**src/rtl/serial_tx.sv**
```systemverilog
module serial_tx #(
  parameter int DIV_W = 16
) (
  input  logic             clk,
  input  logic             rst_n,
  input  logic             in_valid,
  output logic             in_ready,
  input  logic [8:0]       in_data,
  input  logic [2:0]       cfg_len,
  input  logic [2:0]       cfg_par,
  input  logic [1:0]       cfg_stop,
  input  logic [DIV_W-1:0] cfg_half,
  output logic             tx,
  output logic             busy
);
  localparam int FW = 12;
  localparam int HW = 5;

  logic [3:0]       nbits;
  logic [8:0]       dmask;
  logic             par_en, pbit;
  logic [FW-1:0]    fr;
  logic [HW-1:0]    halves;

  logic             hold_v;
  logic [FW-1:0]    hold_fr;
  logic [HW-1:0]    hold_h;
  logic [DIV_W-1:0] hold_div;

  logic [FW-1:0]    sh;
  logic [HW-1:0]    left;
  logic [DIV_W-1:0] hcnt, div_r;
  logic             phase;

  assign nbits  = (cfg_len > 3'd4) ? 4'd9 : 4'd5 + {1'b0, cfg_len};
  assign dmask  = in_data & 9'((10'd1 << nbits) - 10'd1);
  assign par_en = (cfg_par >= 3'd1) && (cfg_par <= 3'd4);

  always_comb begin
    case (cfg_par)
      3'd1:    pbit = ^dmask;
      3'd2:    pbit = ~^dmask;
      3'd3:    pbit = 1'b1;
      default: pbit = 1'b0;
    endcase
    fr    = '1;
    fr[0] = 1'b0;
    for (int i = 0; i < 9; i++)
      if (i < int'(nbits)) fr[i+1] = dmask[i];
    if (par_en) fr[nbits+4'd1] = pbit;
  end

  assign halves = HW'(2 * (1 + nbits + par_en)) +
                  ((cfg_stop == 2'd0) ? HW'(2) : (cfg_stop == 2'd1) ? HW'(3) : HW'(4));

  wire accept    = in_valid && in_ready;
  wire half_tick = busy && (hcnt == '0);
  wire load      = hold_v && (!busy || (half_tick && left == HW'(1)));

  assign in_ready = !hold_v;
  assign tx       = !busy || sh[0];

  always_ff @(posedge clk) begin
    if (!rst_n) begin
      hold_v   <= 1'b0;
      hold_fr  <= '1;
      hold_h   <= '0;
      hold_div <= '0;
    end else if (accept) begin
      hold_v   <= 1'b1;
      hold_fr  <= fr;
      hold_h   <= halves;
      hold_div <= cfg_half;
    end else if (load) begin
      hold_v   <= 1'b0;
    end
  end

  always_ff @(posedge clk) begin
    if (!rst_n) begin
      busy  <= 1'b0;
      sh    <= '1;
      left  <= '0;
      hcnt  <= '0;
      div_r <= '0;
      phase <= 1'b0;
    end else if (load) begin
      busy  <= 1'b1;
      sh    <= hold_fr;
      left  <= hold_h;
      hcnt  <= hold_div;
      div_r <= hold_div;
      phase <= 1'b0;
    end else if (half_tick) begin
      hcnt  <= div_r;
      left  <= left - HW'(1);
      phase <= !phase;
      if (phase) sh <= {1'b1, sh[FW-1:1]};
      if (left == HW'(1)) busy <= 1'b0;
    end else if (busy) begin
      hcnt  <= hcnt - DIV_W'(1);
    end
  end

  a_r2_start_low: assert property (@(posedge clk) disable iff (!rst_n)
    $rose(busy) |-> !tx);
  a_r6_slot_full: assert property (@(posedge clk) disable iff (!rst_n)
    (in_valid && in_ready) |=> !in_ready);
  a_r5_bit_hold: assert property (@(posedge clk) disable iff (!rst_n)
    (busy && hcnt != '0) |=> $stable(tx));
  a_r4_stop_high: assert property (@(posedge clk) disable iff (!rst_n)
    $fell(busy) |-> $past(tx));
  a_r7_busy_start: assert property (@(posedge clk) disable iff (!rst_n)
    (!busy && !in_ready) |=> busy);
endmodule

```
**config.mk**
```make
export PLATFORM = sky130hd
export DESIGN_NAME = serial_tx
export DESIGN_NICKNAME = d
export VERILOG_FILES = /design/src/rtl/serial_tx.sv
export SDC_FILE = /design/constraint.sdc
export NUM_CORES = 1
export LEC_CHECK = 0
export BUFFER_PORTS_ARGS = -buffer_cell sky130_fd_sc_hd__buf_2
export CAP_MARGIN = 20
export CORE_MARGIN = 3
export CORE_UTILIZATION = 46
export DETAILED_ROUTE_END_ITERATION = 8
export GPL_ROUTABILITY_DRIVEN = 0
export PLACE_DENSITY_LB_ADDON = 0.1
export SLEW_MARGIN = 40
export SYNTH_ARGS = -nofsm -noshare
export SYNTH_HDL_FRONTEND = slang
export SYNTH_SLANG_ARGS = --single-unit
```
**constraint.sdc**
```tcl
create_clock -name clk -period 9.1 [get_ports clk]
set_input_delay 1.82 -clock clk [delete_from_list [all_inputs] [get_ports clk]]
set_output_delay 1.82 -clock clk [all_outputs]
set_load 0.005 [all_outputs]
```
==> results.txt <==
Vias = 4037
Hold-fix buffers, CTS = 0
Final worst hold slack = 0.4472 ns
Portion of the post-synthesis area used by sequential elements = 37.44%
Final critical-path required period = 5.086 ns
Final cycle utilization of the critical path = 55.89%
Vias in the first global route = 3818
Met3 usage in global routing = 4.348%
Number of hold-slack violations in the final timing report = 0
CP max FO = 15
Synth Area per Inst = 7.835 sq um
DRC violations left = 0
Area fraction in compound gates after synthesis = 22.30%
I/O Pins = 39
Resized Gates After CTS = 0
Kind of end point of the critical path = flop
Nature of the critical path startpoint = primary input
Final setup violation count = 0
Total CTS buffers = 9
Clock sinks = 85
Max-slew violation count = 0
N_diodes = 0
Static leakage power = 0.002006 uW
Relative max-transition margin = 47.33%
Routed Antenna Nets = 0
Hold Path Class = flop to flop
Ratio of cells with drive above 1 in the final layout = 12.19%
Initial core utilization = 48.27%
Max frequency = 196.6 MHz
Reg-to-reg endpoint = div_r[2]
Multiplexer area fraction after synthesis = 0.7159%
Post-Synth Adder-Cell Area = 2.919%
Number of buffer cells added on primary ports = 38
Chip height = 105.4 microns
Flop and latch count out of synthesis = 85
Post-synth top flop = sky130_fd_sc_hd__dfxtp_1
Yosys warning total = 0
Number of antenna violations at the first check in global routing = 0
EDFF count, synth = 0
Maximum capacitance violations = 0
Core ar. = 0.009415 sq mm
Path depth of the worst reg2reg path = 8
Synthesized net count = 626
Overall fraction of global-route tracks in use = 19.72%
Final net count = 641
Syn Inst Count = 580
Clock Tree Root = sky130_fd_sc_hd__clkbuf_8
Worst setup path end = hold_fr[10]
H-tree depth = 3
Die Span X = 105.4 microns
Sum of internal, switching and leakage power = 919.7 uW
Source of the worst register-to-register timing path = hcnt[8]
Number of distinct library cell variants in the gate-level netlist after synthesis = 59
Synthesized cell area = 0.004544 sq mm
Total detailed-routing wirelength = 10600 microns
Average vias per placed instance = 5.545
Remaining global-route overflow = 0
Simple logic cell fraction of the synthesized area = 25.55%
GRT Max-Usage Layer = met2
First-pass GRT wire length = 18110 microns
Clock insertion delay at the later pin of the skew report = 0.35 ns
TritonCTS clock tree = yes
Worst-case register-to-register setup slack = 5.51 ns
Leading cell type in the layout, fill and taps excluded = sky130_fd_sc_hd__nand2_1
Total Negative Setup Slacks = 0 ns
Worst Max-Slew Pin Slew = 0.7901 ns
Pwr dens = 183.8 mW/mm^2
Relative area change from synthesis to final layout = 10.13%
Iteration-0 DRC Markers = 250
Fin Clk Skew = 0.008702 ns
Endpoint arrival time on the critical path = 5.35 ns
Xor and xnor area share after synthesis = 5.892%
CTS max path bufs = 2
Most frequent cells in the layout = sky130_fd_sc_hd__nand2_1 (135), sky130_fd_sc_hd__dfxtp_1 (85), sky130_fd_sc_hd__o21ai_0 (46)
RSZ-0062 raised after global routing = false
Fin util = 53.16%
Maximum vdd ir drop = 0.00009416 V
Number of detailed-route iterations in the first pass = 5
Total half-perimeter wirelength after legalization and detailed placement = 7183 microns
Setup crit start = cfg_len[0]
Fill cell total of the finished layout = 934
Worst EP required = 9.37 ns
Cell row count = 35
Global-route track usage on met1 = 28.63%
Average detailed-routed wire length per instance = 14.56 microns
Register clock-pin slew on the reported worst setup and hold paths = 0.08 ns
Maximum number of pins on one net before global-route repair = 89
Met2 demand-to-capacity share in global routing = 29.19%
Critical setup path kind = primary input to flop
Async set or reset register ratio after synthesis = 0%
Die Outline Area = 0.01111 sq mm
Result of the run = finished clean
Number of post-CTS setup repair buffers = 0
Largest family of logic cells by synthesized area = simple AND/OR/NAND/NOR gates
==> cell type report <==
| class | count | area, sq um | share of cell area [%] |
|---|---|---|---|
| well taps | 129 | 161.4 | 3.225 |
| flip-flops and latches | 85 | 1702 | 34.00 |
| repair buffers | 44 | 235.2 | 4.700 |
| multi-input cells | 439 | 2618 | 52.30 |
| clock buffers | 11 | 131.4 | 2.625 |
| inverters | 16 | 60.06 | 1.200 |
| clock inverters | 4 | 97.59 | 1.950 |
==> worst min path at each step <==
stage,to,start,cells after the start
after floorplan,hold_fr[0],hold_fr[0],2
after global placement,hold_fr[0],hold_fr[0],2
after detailed placement,hold_fr[0],hold_fr[0],2
after CTS,hold_fr[0],hold_fr[0],2
after global routing,div_r[8],div_r[8],2
final,hold_fr[0],hold_fr[0],2
==> cells in the mapped netlist (all sizes together), types with 3 or more instances <==
cell type | count | area [sq um]
nand2b | 10 | 70.06
nand3b | 4 | 30.03
nand3 | 23 | 115.1
clkbuf | 28 | 105.1
xnor2 | 19 | 166.4
a211oi | 3 | 22.52
nor3 | 8 | 40.04
xor2 | 9 | 78.83
and3 | 3 | 18.77
o21ai | 46 | 230.2
nand2 | 135 | 506.7
a21o | 3 | 22.52
nor2 | 26 | 100.1
o21a | 3 | 30.02
a311oi | 4 | 53.80
a22oi | 3 | 22.52
or4 | 4 | 33.78
dfxtp | 85 | 1702
a21oi | 17 | 85.08
o211a | 6 | 60.06
nand4 | 12 | 75.07
nor4 | 5 | 31.28
inv | 16 | 60.06
a21boi | 38 | 285.3
nor3b | 10 | 75.07
a31oi | 3 | 18.77
ha | 9 | 112.6
o221ai | 3 | 26.28
a221oi | 3 | 26.28
o211ai | 6 | 45.04
buf | 12 | 70.07
==> per-layer routing <==
| metal | wire length [microns] | vias to the layer above | share of wire (%) |
|---|---|---|---|
| li1 | - | 2036 | - |
| met1 | 5334 | 1885 | 50 |
| met2 | 4644 | 91 | 44 |
| met3 | 441 | 25 | 4.2 |
| met4 | 182 | 0 | 1.7 |
| met5 | 0 | - | 0 |
==> power by group <==
part | leakage, uW | internal, uW | switching [uW]
clock | 0.000110 | 181 | 130
combinational | 0.00120 | 80.7 | 109
sequential | 0.000697 | 398 | 21.1
==> stage by stage <==
step	instances	worst slack (ns)	instance area [sq um]
floorplan	580	4.198	4544
global placement	713	3.877	4768
detailed placement	713	3.733	4768
CTS	728	4.084	4997
global route	728	3.681	5005
finish	728	4.014	5005
==> critical path, cell delays in order <==
cell and delay [ns]:
sky130_fd_sc_hd__buf_2 0.23, sky130_fd_sc_hd__ha_1 0.41, sky130_fd_sc_hd__inv_1 0.19, sky130_fd_sc_hd__nor3b_1 0.48, sky130_fd_sc_hd__nand2_1 0.12, sky130_fd_sc_hd__ha_1 0.25, sky130_fd_sc_hd__a21boi_0 0.14, sky130_fd_sc_hd__o21ai_0 0.25
sky130_fd_sc_hd__xnor2_1 0.15, sky130_fd_sc_hd__xnor3_1 0.45, sky130_fd_sc_hd__xor2_1 0.26, sky130_fd_sc_hd__mux2_2 0.40, sky130_fd_sc_hd__a41oi_1 0.21
==> kinds of logic (layout without fill, tap and decap cells) <==
logic type	Yosys count	count (layout)
compound gates	148	148
xor+xnor	29	29
fa+ha+maj	10	10
buf+inv	56	75
flops	85	85
mux	3	3
simple gates	249	249
==> state kept, by name, indices dropped and copies added, names as in the netlist <==
register and count:
div_r 16, hold_fr 12, hold_v 1, sh 12
hcnt 16, hold_div 16, left 5, hold_h 5
busy 1, phase 1
No activity file was read; power rests on OpenSTA's default activity.
